<file path="src/rtl/fwf_pkg.sv">
package fwf_pkg;
   localparam int REG_W       = 16;
   localparam int BIT_OP      = 15;  // set (1) / clear (0) selector in writes
   localparam int BIT_RATE    = 8;   // 1: short cell, 0: long cell
   localparam int BIT_MSBSYNC = 9;   // stored only
   localparam int BIT_SYNC_EN = 10;  // enable pattern alignment
   localparam int BIT_ENC     = 12;  // stored only

   typedef enum logic {
      SEL_CTRL = 1'b0,
      SEL_SYNC = 1'b1
   } wr_target_e;

   typedef struct packed {
      logic fast_cell;
      logic sync_en;
   } rx_mode_t;
endpackage

</file>
<file path="src/rtl/fwf_regs.sv">
module fwf_regs
   import fwf_pkg::*;
#(
   parameter int WORD_W = 16
) (
   input  logic              clk,
   input  logic              rst_n,
   input  logic              wr_en,
   input  logic              wr_sel,
   input  logic [REG_W-1:0]  wr_data,
   output logic [REG_W-1:0]  ctrl_q,
   output logic [WORD_W-1:0] sync_q,
   output rx_mode_t          mode
);
   logic              ctrl_hit;
   logic              sync_wr;
   logic [REG_W-1:0]  ctrl_d;

   assign ctrl_hit = wr_en && (wr_target_e'(wr_sel) == SEL_CTRL);
   assign sync_wr  = wr_en && (wr_target_e'(wr_sel) == SEL_SYNC);

   genvar b;
   generate
      for (b = 0; b < REG_W; b++) begin : g_bit
         if (b == BIT_OP) begin : g_op
            assign ctrl_d[b] = 1'b0;
         end else begin : g_store
            assign ctrl_d[b] = (ctrl_hit && wr_data[b]) ? wr_data[BIT_OP] : ctrl_q[b];
         end
      end
   endgenerate

   always_ff @(posedge clk or negedge rst_n) begin
      if (!rst_n) begin
         ctrl_q <= '0;
      end else begin
         ctrl_q <= ctrl_d;
      end
   end

   always_ff @(posedge clk or negedge rst_n) begin
      if (!rst_n) begin
         sync_q <= '0;
      end else if (sync_wr) begin
         sync_q <= wr_data[WORD_W-1:0];
      end
   end

   assign mode.fast_cell = ctrl_q[BIT_RATE];
   assign mode.sync_en   = ctrl_q[BIT_SYNC_EN];
endmodule

</file>
<file path="src/rtl/fwf_cell_timer.sv">
module fwf_cell_timer #(
   parameter int FAST_TICKS = 2,
   parameter int SLOW_TICKS = 4
) (
   input  logic clk,
   input  logic rst_n,
   input  logic tick,
   input  logic fast,
   output logic strobe
);
   localparam int MAX_TICKS = (FAST_TICKS > SLOW_TICKS) ? FAST_TICKS : SLOW_TICKS;
   localparam int TW        = (MAX_TICKS > 1) ? $clog2(MAX_TICKS) : 1;

   generate
      if (FAST_TICKS < 1 || SLOW_TICKS < 1) begin : g_bad_period
         $error("cell periods must be at least one tick");
      end
   endgenerate

   logic [TW-1:0] cnt_q;
   logic [TW-1:0] last_cnt;
   logic          fast_q;
   logic          restart;

   assign last_cnt = fast ? TW'(FAST_TICKS - 1) : TW'(SLOW_TICKS - 1);
   assign restart  = (fast != fast_q);
   assign strobe   = tick && !restart && (cnt_q == last_cnt);

   always_ff @(posedge clk or negedge rst_n) begin
      if (!rst_n) begin
         cnt_q  <= '0;
         fast_q <= 1'b0;
      end else begin
         fast_q <= fast;
         if (restart) begin
            cnt_q <= '0;
         end else if (tick) begin
            cnt_q <= (cnt_q == last_cnt) ? '0 : cnt_q + 1'b1;
         end
      end
   end
endmodule

</file>
<file path="src/rtl/fwf_framer.sv">
module fwf_framer #(
   parameter int WORD_W = 16
) (
   input  logic              clk,
   input  logic              rst_n,
   input  logic              strobe,
   input  logic              rx_bit,
   input  logic              sync_en,
   input  logic [WORD_W-1:0] sync_word,
   output logic              word_valid,
   output logic [WORD_W-1:0] word_data,
   output logic              sync_hit
);
   localparam int CW = $clog2(WORD_W);

   generate
      if (WORD_W < 2) begin : g_bad_width
         $error("word width must be at least two bits");
      end
   endgenerate

   logic [WORD_W-1:0] shift_q;
   logic [WORD_W-1:0] shifted;
   logic [CW-1:0]     cnt_q;
   logic              match;
   logic              last;

   assign shifted = {shift_q[WORD_W-2:0], rx_bit};
   assign match   = sync_en && (shifted == sync_word);
   assign last    = (cnt_q == CW'(WORD_W - 1));

   always_ff @(posedge clk or negedge rst_n) begin
      if (!rst_n) begin
         shift_q    <= '0;
         cnt_q      <= '0;
         word_valid <= 1'b0;
         word_data  <= '0;
         sync_hit   <= 1'b0;
      end else begin
         word_valid <= 1'b0;
         sync_hit   <= 1'b0;
         if (strobe) begin
            shift_q <= shifted;
            if (match) begin
               cnt_q    <= '0;
               sync_hit <= 1'b1;
            end else begin
               cnt_q <= last ? '0 : cnt_q + 1'b1;
               if (last) begin
                  word_valid <= 1'b1;
                  word_data  <= shifted;
               end
            end
         end
      end
   end
endmodule

</file>
<file path="src/rtl/fdd_word_framer.sv">
module fdd_word_framer
   import fwf_pkg::*;
#(
   parameter int WORD_W     = 16,
   parameter int FAST_TICKS = 2,
   parameter int SLOW_TICKS = 4
) (
   input  logic              clk,
   input  logic              rst_n,
   input  logic              tick_in,
   input  logic              rx_bit,
   input  logic              wr_en,
   input  logic              wr_sel,
   input  logic [REG_W-1:0]  wr_data,
   output logic [REG_W-1:0]  ctrl_rdata,
   output logic              bit_strobe,
   output logic              word_valid,
   output logic [WORD_W-1:0] word_data,
   output logic              sync_hit
);
   generate
      if (WORD_W > REG_W) begin : g_bad_word
         $error("word width cannot exceed the register bus width");
      end
   endgenerate

   logic [WORD_W-1:0] sync_word;
   rx_mode_t          mode;

   fwf_regs #(.WORD_W(WORD_W)) u_regs (
      .clk     (clk),
      .rst_n   (rst_n),
      .wr_en   (wr_en),
      .wr_sel  (wr_sel),
      .wr_data (wr_data),
      .ctrl_q  (ctrl_rdata),
      .sync_q  (sync_word),
      .mode    (mode)
   );

   fwf_cell_timer #(.FAST_TICKS(FAST_TICKS), .SLOW_TICKS(SLOW_TICKS)) u_timer (
      .clk    (clk),
      .rst_n  (rst_n),
      .tick   (tick_in),
      .fast   (mode.fast_cell),
      .strobe (bit_strobe)
   );

   fwf_framer #(.WORD_W(WORD_W)) u_framer (
      .clk        (clk),
      .rst_n      (rst_n),
      .strobe     (bit_strobe),
      .rx_bit     (rx_bit),
      .sync_en    (mode.sync_en),
      .sync_word  (sync_word),
      .word_valid (word_valid),
      .word_data  (word_data),
      .sync_hit   (sync_hit)
   );
endmodule

</file>
<file path="config.mk">
export PLATFORM = sky130hd
export DESIGN_NAME = fdd_word_framer
export DESIGN_NICKNAME = d
export VERILOG_FILES = /design/src/rtl/fwf_pkg.sv /design/src/rtl/fwf_regs.sv /design/src/rtl/fwf_cell_timer.sv /design/src/rtl/fwf_framer.sv /design/src/rtl/fdd_word_framer.sv
export SDC_FILE = /design/constraint.sdc
export NUM_CORES = 1
export LEC_CHECK = 0
export BUFFER_PORTS_ARGS = -buffer_cell sky130_fd_sc_hd__buf_2
export CORE_ASPECT_RATIO = 1.5
export CORE_MARGIN = 5
export CORE_UTILIZATION = 49
export DETAILED_ROUTE_END_ITERATION = 6
export PLACE_DENSITY = 0.77
export SETUP_SLACK_MARGIN = 0.3
export SYNTH_ARGS = -nofsm -noshare
export SYNTH_HDL_FRONTEND = slang
export SYNTH_SLANG_ARGS = --single-unit
</file>
<file path="constraint.sdc">
create_clock -name clk -period 1.8 [get_ports clk]
set_input_delay 0.18 -clock clk [delete_from_list [all_inputs] [get_ports clk]]
set_output_delay 0.18 -clock clk [all_outputs]
set_load 0.02 [all_outputs]
</file>
---- Word level (Yosys, flattened, before mapping) ----
Cells that the tools add are included.
storage, ports and cells
  flip-flop bits (word level) ............. 71
  bits of input ports ..................... 22
cells by class
  add/subtract/negate cells ............... 2
  equal/unequal tests ..................... 4
  muxes and demuxes ....................... 11
  bitwise gates (word level) .............. 2
  reduce and logical (&&, ||, !) cells .... 23
operator list
  operator                                                        count
  1-bit logical AND                                               20
  16-bit equality test                                            1
  2-bit 2-to-1 mux                                                4
  4-bit 2-to-1 mux                                                2
  1-bit 2-to-1 mux                                                5
  4-bit by 1-bit adder with 4-bit output (second input constant)  1
  4-bit equality test (second input constant)                     1
  3-bit AND reduction                                             1
  2-bit by 1-bit adder with 2-bit output (second input constant)  1
  2-bit equality test                                             1
  1-bit NOT                                                       2
  2-bit nonzero test                                              1
  1-bit logical NOT                                               1
  1-bit != test                                                   1

---- Depth between registers and ports, before layout ----
  depth in word-level cells ............... 5
  depth in mapped cells ................... 7
  depth with buffers taken out ............ 6

---- By module ----
Synthesis repeated with hierarchy kept, for this count alone.
unflattened totals
  cells, all modules ...................... 220
  area total of the unflattened synthesis .. 3208.1 um2
by module, submodules not included
  module          times used  cells each  area an instance (um2)  seq. area each (um2)
  fwf_framer      1           120         1710.4                  925.9
  fwf_regs        1           87          1347.5                  775.7
  fwf_cell_timer  1           13          150.1                   75.1

---- Worst setup path before layout ----
Ideal clock, no wire load.
  path kind ............................... register to register
  start point ............................. register u_framer.shift_q[10]
  end point ............................... register u_framer.word_data[10]
  library setup time ...................... 125 ps
  arrival time ............................ 1770 ps
  data required time ...................... 1675 ps
  slack ................................... -95 ps
  cell stages (with the launch flop) ...... 7
  buffers on the path ..................... 1
  cell sequence ........................... dfrtp_1 xor2_1 nor4_2 nand3_2 o211ai_4 buf_12 mux2_4
on the way
  longest elaborated chain between the ends .. 4
ends and longest elaborated chain
  what                                  RTL line          RTL
  from (decl)                           fwf_framer.sv:22  logic [WORD_W-1:0] shift_q;
  from (signal assigned)                fwf_framer.sv:43  shift_q <= shifted;
  16-bit equality test                  fwf_framer.sv:29  assign match = sync_en && (shifted == sync_word);
  1-bit logical AND                     fwf_framer.sv:29
  1-bit NOT (no source line)            -
  3-bit AND reduction (no source line)  -
  to (signal assigned)                  fwf_framer.sv:51  word_data <= shifted;
  to (decl)                             fwf_framer.sv:11  output logic [WORD_W-1:0] word_data,
No other way between the ends.
A chain may end at the register's enable or synchronous reset.

---- Worst setup path after layout ----
  start point ............................. register u_regs.sync_q[1]
  end point ............................... register u_framer.word_data[4]
on the way
  longest elaborated chain between the ends .. 4
ends and longest elaborated chain
  what                                  RTL line          RTL
  from (decl)                           fwf_regs.sv:12    output logic [WORD_W-1:0] sync_q,
  from (signal assigned)                fwf_regs.sv:45    sync_q <= wr_data[WORD_W-1:0];
  16-bit equality test                  fwf_framer.sv:29
  1-bit logical AND                     fwf_framer.sv:29
  1-bit NOT (no source line)            -
  3-bit AND reduction (no source line)  -
No other way between the ends.

==> impl_metrics.json <==
{
  "rsz0062_at_grt": "yes",
  "firstDrtPassIters": 4,
  "grt_max_degree": 72,
  "wl_per_cell_um": 16.96,
  "critical_path.top_delay_family": "simple AND/OR/NAND/NOR gates",
  "fin_nets": 367,
  "synth_cells": 248,
  "worstHoldEndpoint": "u_regs.sync_q[10]",
  "cts.sinks": 71,
  "power_density_nw_per_um2": 960.5,
  "crit_path_top_delay_cell": "dfrtp_1",
  "synth-main-ff-cell": "dfrtp_1",
  "layoutNonFillerInstCount": 423,
  "path_class": "flip-flop to flip-flop",
  "clkTransAtPathRegs_ps": 70,
  "yosys_warnings": 0,
  "avgSynthCellArea_um2": 12.37,
  "holdPathStages": 2,
  "dieWidth_um": 74.60,
  "grt.total_usage": 0.1862,
  "post-place-ws_ps": -109.1,
  "end_kind": "flip-flop",
  "yosys-top-cells-area": "dfrtp_1 (58%), mux2_2 (14%), nand2_1 (8.3%)",
  "whs_ps": 84.69,
  "portBuffers": 55,
  "tritoncts": "built",
  "drt_iter0_drc": 169,
  "cts-root-buf": "clkbuf_8",
  "core-area_um2": 6131,
  "ys_seq_area_frac": 0.5794,
  "tightestPinTransition_ps": 1097,
  "antennaDiodeCount": 0,
  "dp.cells": 390,
  "power.static_leakage_nw": 2.093,
  "async_flop_share": 1.000,
  "worstPathMaxFanout": 10,
  "drtAntennaViolNets": 0,
  "layout_setup_ws_ps": -160.7,
  "synth_seq_cells": 71,
  "cp_num_cells": 6,
  "max_clock_freq_mhz": 510.0,
  "power.total_w": 0.003959,
  "finalSetupViolCount": 18,
  "rows": 35,
  "synth.top_cell.area_share": 0.5794,
  "arrival_ps": 2180,
  "status": "finished with violations",
  "setup.reg_to_reg.worst_slack_ps": -160,
  "irDropWorstVdd_uv": 834.5,
  "remaining_drc_errors": 0,
  "grt_pass1_vias": 2264,
  "fin_skew_ps": 9.790,
  "gr-total-overflow": 0,
  "netlist_area_um2": 3067,
  "wl_um": 7173,
  "rr_endpoint": "u_framer.word_data[4]",
  "hold_start": "wr_data[10]",
  "finalCriticalPeriod_ps": 1961,
  "hold_class": "primary input to flip-flop",
  "gp_congestion": 0.7638,
  "netlist_top_cells_count": "dfrtp_1 (71), nand2_1 (68), mux2_2 (38)",
  "synth-edff-count": 0,
  "syn_nets": 271,
  "path_cells": "xor2_1 > nor4_2 > nand3_2 > o211ai_4 > buf_12 > mux2_2",
  "initial_core_util": 0.5002,
  "hpwl_um": 4551,
  "relSlewSlack": 0.2672,
  "fin_tns_setup_ps": -2323,
  "hold_violations": 0,
  "cts_buffers": 9,
  "vias": 2193,
  "slowest_delay_ps": 410,
  "startpoint_type": "flip-flop",
  "area_growth_pct": 34.39,
  "antenna_found_initial": 0,
  "viasPerCell": 5.184,
  "violations": "negative setup slack",
  "clockBufferDepth": 2,
  "timing.max_cap.violations": 0,
  "crit_buf_inv": 1,
  "reg2regPathDepth": 6,
  "die_area_um2": 7973,
  "clk_latency_ps": 340,
  "htreeDepth": 3,
  "drv_slew": 0,
  "synth.most_common_cell": "dfrtp_1",
  "drive_above_1_share": 0.5587,
  "die_h_um": 106.9,
  "synth_area_leader_cell": "dfrtp_1",
  "worstPathRequired_ps": 2020,
  "grt_pass1_wl_um": 11220,
  "fin_crit_sh": 1.089,
  "io_pins": 57,
  "timing.rr.start": "u_regs.sync_q[1]",
  "ys_types": 31
}
[sequential cells by signal (all words and copies together) (netlist names)]
name and count:
u_framer.cnt_q 4, u_framer.shift_q 15, u_framer.sync_hit 1, u_framer.word_data 16
u_framer.word_valid 1, u_regs.ctrl_q 15, u_regs.sync_q 16, u_timer.cnt_q 2
u_timer.fast_q 1
[power breakdown]
part	switching (W)	internal, W
sequential	0.000146	0.00179
combinational	0.000450	0.000418
clock	0.000583	0.000570
[stage by stage]
step           cell area (um2)    util
2_1_floorplan             3103       -
3_3_place_gp              3568  0.5820
3_5_place_dp              3568  0.5820
4_1_cts                   3965  0.6467
5_1_grt                   4121  0.6722
6_report                  4121  0.6722
[area by class of cell]
cell class | instances | area, um2
flip-flops and latches | 71 | 1777
clock inverters | 5 | 32.53
clock buffers | 11 | 151.4
repair buffers | 96 | 720.7
well taps | 74 | 92.59
inverters | 2 | 7.507
multi-input cells | 164 | 1340
fillers | 440 | 2009
[repair_timing]
| item | 4_1_cts | 5_1_grt |
|---|---|---|
| pin swaps | 32 | 12 |
| cloned | 1 | 1 |
| hold endpoints to repair | 71 | 0 |
| setup endpoints to repair | 22 | 38 |
| hold buffers | 1 | 0 |
| gates resized for setup | 41 | 20 |
| setup buffers | 6 | 8 |
[how the worst max path moves through the flow]
stage / startpoint / to
global route: u_regs.sync_q[5] / u_framer.word_data[6]
CTS: u_framer.shift_q[10] / u_framer.word_data[6]
floorplan: u_framer.shift_q[10] / u_framer.word_data[10]
detailed placement: u_regs.sync_q[11] / u_framer.word_data[12]
finish: u_regs.sync_q[1] / u_framer.word_data[4]
global placement: u_framer.shift_q[10] / u_framer.word_data[10]
[logic make-up after synthesis]
| kind of cell | after synthesis | share of synthesized area |
|---|---|---|
| AOI/OAI and AO/OA | 10 | 0.02448 |
| xor gates and xnor gates | 19 | 0.05426 |
| adders and majority gates | 1 | 0.004079 |
| buffers and inverters | 13 | 0.02570 |
| DFF | 71 | 0.5794 |
| muxes | 47 | 0.1836 |
| other | 1 | 0.001223 |
| and+or+nand+nor | 86 | 0.1273 |
[layout by cell type (no fill, tap or decap), types with 3 or more instances in the layout]
| cell | instances |
|---|---|
| nor4_2 | 3 |
| nand2_2 | 18 |
| dfrtp_1 | 71 |
| mux2_4 | 9 |
| buf_6 | 8 |
| clkbuf_8 | 11 |
| buf_4 | 25 |
| mux2_2 | 38 |
| nand2_4 | 6 |
| nand2_1 | 44 |
| clkinvlp_4 | 3 |
| xor2_1 | 17 |
| o21ai_1 | 3 |
| buf_12 | 4 |
| buf_2 | 54 |
[routing by layer]
metal | part of all wire | global-route usage | up-vias | wire length (um)
li1 | - | - | 1019 | -
met1 | 0.39 | 0.2279 | 1089 | 2781
met2 | 0.54 | 0.3132 | 69 | 3839
met3 | 0.044 | 0.04221 | 16 | 318
met4 | 0.033 | 0.07125 | 0 | 234
met5 | 0 | 0 | - | 0
Note: power is estimated with default switching activity, not from simulation.
